<file path="src/rtl/drp_bridge_pkg.sv">
package drp_bridge_pkg;
    localparam int BUS_AW = 8;
    localparam int BUS_DW = 32;
    localparam int DRP_AW = 7;
    localparam int DRP_DW = 16;

    localparam logic [BUS_AW-1:0] OFS_RUN = 8'h40;
    localparam logic [BUS_AW-1:0] OFS_SEL = 8'h44;
    localparam logic [BUS_AW-1:0] OFS_CMD = 8'h70;
    localparam logic [BUS_AW-1:0] OFS_STS = 8'h74;

    localparam int CMD_GO_BIT   = 29;
    localparam int CMD_RD_BIT   = 28;
    localparam int CMD_ADDR_LSB = 16;
    localparam int STS_BUSY_BIT = 16;

    typedef struct packed {
        logic              busy;
        logic              en;
        logic              we;
        logic [DRP_AW-1:0] addr;
        logic [DRP_DW-1:0] di;
        logic [DRP_DW-1:0] rdata;
        logic [BUS_DW-1:0] cmd;
    } seq_state_t;
endpackage

</file>
<file path="src/rtl/drp_bridge_seq.sv">
module drp_bridge_seq
    import drp_bridge_pkg::*;
(
    input  logic              clk,
    input  logic              rst_n,
    input  logic              cmd_wr,
    input  logic [BUS_DW-1:0] cmd_word,
    input  logic [DRP_DW-1:0] drp_do,
    input  logic              drp_rdy,
    output logic              drp_en,
    output logic              drp_we,
    output logic [DRP_AW-1:0] drp_addr,
    output logic [DRP_DW-1:0] drp_di,
    output logic              seq_busy,
    output logic [DRP_DW-1:0] seq_rdata,
    output logic [BUS_DW-1:0] seq_cmd
);
    seq_state_t st_d, st_q;
    logic       launch;

    always_comb begin
        st_d    = st_q;
        st_d.en = 1'b0;
        launch  = cmd_wr && cmd_word[CMD_GO_BIT] && !st_q.busy;
        if (launch) begin
            st_d.busy = 1'b1;
            st_d.en   = 1'b1;
            st_d.we   = !cmd_word[CMD_RD_BIT];
            st_d.addr = cmd_word[CMD_ADDR_LSB +: DRP_AW];
            st_d.di   = cmd_word[DRP_DW-1:0];
            st_d.cmd  = cmd_word;
        end
        if (st_q.busy && drp_rdy) begin
            st_d.busy = 1'b0;
            if (!st_q.we) st_d.rdata = drp_do;
        end
    end

    always_ff @(posedge clk or negedge rst_n) begin
        if (!rst_n) st_q <= '0;
        else        st_q <= st_d;
    end

    assign drp_en    = st_q.en;
    assign drp_we    = st_q.we;
    assign drp_addr  = st_q.addr;
    assign drp_di    = st_q.di;
    assign seq_busy  = st_q.busy;
    assign seq_rdata = st_q.rdata;
    assign seq_cmd   = st_q.cmd;


    launch_chk: assert property (@(posedge clk) disable iff (!rst_n)
        (cmd_wr && cmd_word[CMD_GO_BIT] && !seq_busy) |=> (drp_en && seq_busy));

    en_pulse_chk: assert property (@(posedge clk) disable iff (!rst_n)
        drp_en |=> !drp_en);

    done_chk: assert property (@(posedge clk) disable iff (!rst_n)
        (seq_busy && drp_rdy) |=> !seq_busy);

    busy_hold_chk: assert property (@(posedge clk) disable iff (!rst_n)
        (seq_busy && !drp_rdy) |=> (seq_busy && !drp_en && $stable(seq_cmd)));

    rd_capture_chk: assert property (@(posedge clk) disable iff (!rst_n)
        (seq_busy && drp_rdy && !drp_we) |=> (seq_rdata == $past(drp_do)));

    idle_chk: assert property (@(posedge clk) disable iff (!rst_n)
        (!seq_busy && !(cmd_wr && cmd_word[CMD_GO_BIT])) |=> (!seq_busy && $stable(seq_rdata)));
endmodule

</file>
<file path="src/rtl/drp_bridge_regs.sv">
module drp_bridge_regs
    import drp_bridge_pkg::*;
#(
    parameter int SEL_W = 2
) (
    input  logic              clk,
    input  logic              rst_n,
    input  logic              bus_valid,
    input  logic              bus_write,
    input  logic [BUS_AW-1:0] bus_addr,
    input  logic [1:0]        run_bits,
    input  logic [SEL_W-1:0]  sel_bits,
    output logic [BUS_DW-1:0] bus_rdata,
    output logic              cmd_wr,
    input  logic              seq_busy,
    input  logic [DRP_DW-1:0] seq_rdata,
    input  logic [BUS_DW-1:0] seq_cmd,
    output logic              core_run,
    output logic              prim_en,
    output logic [SEL_W-1:0]  clk_sel
);
    localparam int STS_PAD = BUS_DW - DRP_DW - 1;

    typedef struct packed {
        logic [1:0]       run;
        logic [SEL_W-1:0] sel;
    } reg_state_t;

    reg_state_t rg_d, rg_q;
    logic       wr_hit;

    always_comb begin
        rg_d   = rg_q;
        wr_hit = bus_valid && bus_write;
        cmd_wr = wr_hit && (bus_addr == OFS_CMD);
        if (wr_hit && bus_addr == OFS_RUN) rg_d.run = run_bits;
        if (wr_hit && bus_addr == OFS_SEL) rg_d.sel = sel_bits;
    end

    always_ff @(posedge clk or negedge rst_n) begin
        if (!rst_n) rg_q <= '0;
        else        rg_q <= rg_d;
    end

    always_comb begin
        case (bus_addr)
            OFS_RUN: bus_rdata = BUS_DW'(rg_q.run);
            OFS_SEL: bus_rdata = BUS_DW'(rg_q.sel);
            OFS_CMD: bus_rdata = seq_cmd;
            OFS_STS: bus_rdata = {{STS_PAD{1'b0}}, seq_busy, seq_rdata};
            default: bus_rdata = '0;
        endcase
    end

    assign core_run = rg_q.run[0];
    assign prim_en  = rg_q.run[1];
    assign clk_sel  = rg_q.sel;


    run_wr_chk: assert property (@(posedge clk) disable iff (!rst_n)
        (bus_valid && bus_write && bus_addr == OFS_RUN) |=> ({prim_en, core_run} == $past(run_bits)));

    sel_wr_chk: assert property (@(posedge clk) disable iff (!rst_n)
        (bus_valid && bus_write && bus_addr == OFS_SEL) |=> (clk_sel == $past(sel_bits)));

    sel_hold_chk: assert property (@(posedge clk) disable iff (!rst_n)
        !(bus_valid && bus_write && bus_addr == OFS_SEL) |=> $stable(clk_sel));
endmodule

</file>
<file path="src/rtl/drp_bridge_top.sv">
module drp_bridge_top
    import drp_bridge_pkg::*;
#(
    parameter int SEL_W = 2
) (
    input  logic              clk,
    input  logic              rst_n,
    input  logic              bus_valid,
    input  logic              bus_write,
    input  logic [BUS_AW-1:0] bus_addr,
    input  logic [BUS_DW-1:0] bus_wdata,
    output logic [BUS_DW-1:0] bus_rdata,
    output logic              core_run,
    output logic              prim_en,
    output logic [SEL_W-1:0]  clk_sel,
    output logic              drp_en,
    output logic              drp_we,
    output logic [DRP_AW-1:0] drp_addr,
    output logic [DRP_DW-1:0] drp_di,
    input  logic [DRP_DW-1:0] drp_do,
    input  logic              drp_rdy
);
    logic              cmd_wr;
    logic              seq_busy;
    logic [DRP_DW-1:0] seq_rdata;
    logic [BUS_DW-1:0] seq_cmd;

    drp_bridge_regs #(.SEL_W(SEL_W)) u_regs (
        .clk       (clk),
        .rst_n     (rst_n),
        .bus_valid (bus_valid),
        .bus_write (bus_write),
        .bus_addr  (bus_addr),
        .run_bits  (bus_wdata[1:0]),
        .sel_bits  (bus_wdata[SEL_W-1:0]),
        .bus_rdata (bus_rdata),
        .cmd_wr    (cmd_wr),
        .seq_busy  (seq_busy),
        .seq_rdata (seq_rdata),
        .seq_cmd   (seq_cmd),
        .core_run  (core_run),
        .prim_en   (prim_en),
        .clk_sel   (clk_sel)
    );

    drp_bridge_seq u_seq (
        .clk       (clk),
        .rst_n     (rst_n),
        .cmd_wr    (cmd_wr),
        .cmd_word  (bus_wdata),
        .drp_do    (drp_do),
        .drp_rdy   (drp_rdy),
        .drp_en    (drp_en),
        .drp_we    (drp_we),
        .drp_addr  (drp_addr),
        .drp_di    (drp_di),
        .seq_busy  (seq_busy),
        .seq_rdata (seq_rdata),
        .seq_cmd   (seq_cmd)
    );
endmodule

</file>
<file path="config.mk">
export PLATFORM = sky130hd
export DESIGN_NAME = drp_bridge_top
export DESIGN_NICKNAME = d
export VERILOG_FILES = /design/src/rtl/drp_bridge_pkg.sv /design/src/rtl/drp_bridge_seq.sv /design/src/rtl/drp_bridge_regs.sv /design/src/rtl/drp_bridge_top.sv
export SDC_FILE = /design/constraint.sdc
export NUM_CORES = 1
export LEC_CHECK = 0
export BUFFER_PORTS_ARGS = -buffer_cell sky130_fd_sc_hd__buf_2
export CAP_MARGIN = 20
export CORE_MARGIN = 10
export CORE_UTILIZATION = 45
export CTS_BUF_LIST = sky130_fd_sc_hd__clkbuf_2
export DETAILED_ROUTE_END_ITERATION = 12
export PLACE_DENSITY = 0.81
export SLEW_MARGIN = 20
export SYNTH_ARGS = -nofsm -noshare
export SYNTH_HDL_FRONTEND = slang
export SYNTH_HIERARCHICAL = 1
export SYNTH_SLANG_ARGS = --single-unit
</file>
<file path="constraint.sdc">
create_clock -name clk -period 1.4 [get_ports clk]
set_input_delay 0.07 -clock clk [delete_from_list [all_inputs] [get_ports clk]]
set_output_delay 0.07 -clock clk [all_outputs]
set_load 0.01 [all_outputs]
</file>
==> out/results.txt <==
max cap viols: 0
First DRT Iteration DRCs: 42
CP Class: input pin to output pin
static leakage: 2.37 nW
diodes inserted: 0
Post-route DRC: 0
WL/cell: 18.5 µm
failing checks: setup timing
Die X-Extent: 99.5 µm
Vias per Instance: 4.81
startpoint type of the worst setup path: input pin
status: complete, but fails checks
#FFs+latches synth: 55
FP Rows: 28
share of cells above drive strength 1: 0.590
endpoints failing setup: 66
final period utilization: 1.20
Worst-path clk slew: 0.24 ns
PD cells: 597 mW/mm²
Root Driver: clkbuf_2
worst-path maximum fanout: 7
clk_skew: 0.00981 ns
VDD IR max: 567 µV
Unique masters post-synth: 26
Ports: 122
Synth Area per Inst: 13.6 µm²
H-tree Lvls: 2
pre-CTS WS: -0.524 ns
hold path cells: 4
largest net degree at the start of global routing: 56
Rel. slew slack: 0.735
Total Nets Final: 435
antenna violations before repair: 0
PortBufs: 121
CP required: 1.33 ns
fin cells: 448
Synth Net Count: 270
actual slew at the worst max-slew pin: 0.393 ns
Reg2Reg Depth: 3
Detail Route Antenna Nets: 0
sequential share of the synthesized area: 0.484
final hold violation count: 0
endpoint class of the critical path: output pin
Yosys warnings: 6
Tot GR Track Use: 0.166
layout overhead on the synthesized area: 49.9%
Initial Utilization: 0.472
first-pass GRT wire length: 13.3 mm
grt ovf: 0
fmax: 594 MHz
vias in the first global route: 2531
Hold Crit Class: input pin to register
full die area: 0.00989 mm²
DRT Wirelength: 8.29 mm
Clock Latency Late Sink: 0.42 ns
DP Cell Count: 385
R2R setup slack: 0.05 ns
drt first pass iters: 4
CTS tree: yes
clock sinks: 55
RSZ-0062 raised after global routing: true
Syn Std Cell Area: 0.00284 mm²
fin. max-slew vios: 0
Gate Count Post-Synth: 209
Clock Tree Buf Depth: 2
total number of vias: 2154
Period minus WS final: 1.68 ns
core area: 0.00603 mm²
hpwl dp: 5.53 mm
TritonCTS Buffers: 5
placer congestion estimate: 0.767
final setup margin: -0.282 ns
WP data arrival: 1.61 ns
Die Y: 99.5 µm
[sequential cells by signal (all words and copies together), names as in the netlist]
name	count
u_regs/clk_sel	2
u_regs/core_run	1
u_regs/prim_en	1
u_seq/drp_addr	6
u_seq/drp_di	15
u_seq/drp_en	1
u_seq/drp_we	1
u_seq/seq_busy	1
u_seq/seq_cmd	11
u_seq/seq_rdata	16
[metal layers]
metal	part of all wire	track usage	wire length (µm)
met5	0	0	0
met1	0.38	0.174	3140
met3	0.080	0.0685	661
met4	0.015	0.0397	122
met2	0.53	0.300	4370
[worst max-delay path, cell delays in order]
cell and delay [ns]:
buf_6 0.09, or4b_4 0.53, buf_6 0.13, or3_4 0.38, buf_12 0.18, nor2_4 0.12, buf_6 0.11
[cell type report]
| cell class | instances | area, µm² |
|---|---|---|
| Inverter | 3 | 11.3 |
| Timing Repair Buffer | 190 | 1430 |
| Fill cell | 405 | 1770 |
| Clock buffer | 6 | 30.0 |
| Sequential cell | 55 | 1380 |
| Multi-Input combinational cell | 119 | 1320 |
| Tap cell | 75 | 93.8 |
[power breakdown]
part	leakage, nW	switching, W	internal, W
clock network	0.0249	0.000459	0.000113
registers	0.762	0.0000124	0.00161
logic	1.59	0.000134	0.000217
[timing repair]
action / in CTS / in global routing
hold buffers: 49 / 0
gates cloned: 1 / 0
resized for setup: 23 / 11
buffers inserted: 5 / 2
setup endpoints to repair: 54 / 66
endpoints found under the hold margin: 108 / 0
pin swaps: 10 / 5
[synthesized netlist by cell type]
cell | count | area share
nand2b_1 | 1 | 0.0022
clkbuf_1 | 1 | 0.0013
buf_2 | 2 | 0.0035
dfrtp_1 | 55 | 0.48
and3_1 | 1 | 0.0022
o22ai_1 | 2 | 0.0044
buf_8 | 1 | 0.0053
mux2_2 | 21 | 0.083
nand3b_4 | 2 | 0.014
inv_1 | 3 | 0.0040
nor2_1 | 16 | 0.021
nor4b_2 | 1 | 0.0053
or4b_4 | 1 | 0.0048
or2_2 | 1 | 0.0022
nand4bb_1 | 1 | 0.0040
mux2_1 | 4 | 0.016
and2_1 | 17 | 0.037
mux2_4 | 26 | 0.14
buf_4 | 23 | 0.061
o21ai_0 | 1 | 0.0018
nor4bb_1 | 1 | 0.0035
buf_6 | 5 | 0.020
nor4_4 | 1 | 0.0075
mux2i_1 | 20 | 0.070
nand2_1 | 1 | 0.0013
or3_1 | 1 | 0.0022
[cells in the final DEF, fill, tap and decap left out, drive strengths merged, types with 2 or more instances in the layout]
| master | n |
|---|---|
| mux2i | 20 |
| buf | 141 |
| o22ai | 2 |
| nor2 | 16 |
| dfrtp | 55 |
| clkbuf | 6 |
| inv | 3 |
| nand3b | 2 |
| dlygate4sd3 | 49 |
| mux2 | 51 |
| and2 | 17 |
[worst paths after layout]
path,from,endpoint
max in group asynchronous,rst_n,u_seq/drp_di[5]$_DFFE_PN0P_
max reg2reg,u_seq/seq_busy$_DFFE_PN0P_,u_seq/drp_di[2]$_DFFE_PN0P_
min in group asynchronous,rst_n,u_seq/seq_rdata[6]$_DFFE_PN0P_
min,bus_addr[5],u_regs/clk_sel[1]$_DFFE_PN0P_
max,bus_addr[3],bus_rdata[15]
min reg2reg,u_seq/seq_cmd[29]$_DFFE_PN0P_,u_seq/seq_cmd[29]$_DFFE_PN0P_
[metrics by stage]
| stage | util | total power, W | setup TNS [ns] | area [µm²] | hold WS [ns] |
|---|---|---|---|---|---|
| floorplan | - | 0.00173 | -15.66 | 2930 | -0.226 |
| global placement | 0.581 | 0.00187 | -24.50 | 3500 | 0.0903 |
| detailed placement | 0.581 | 0.00188 | -26.47 | 3500 | 0.0940 |
| CTS | 0.698 | 0.00258 | -11.69 | 4200 | 0.0891 |
| global route | 0.707 | 0.00267 | -14.43 | 4260 | 0.104 |
| finish | 0.707 | 0.00254 | -12.35 | 4260 | 0.129 |
[cell families (layout without fill, tap and decap cells)]
group	Yosys count	after routing	share of synthesized area
mux	71	71	0.307
flops	55	55	0.484
simple gates	45	45	0.108
compound gates	3	3	0.00616
buf+inv	35	199	0.0947
Note: power is estimated with default switching activity, not from simulation.
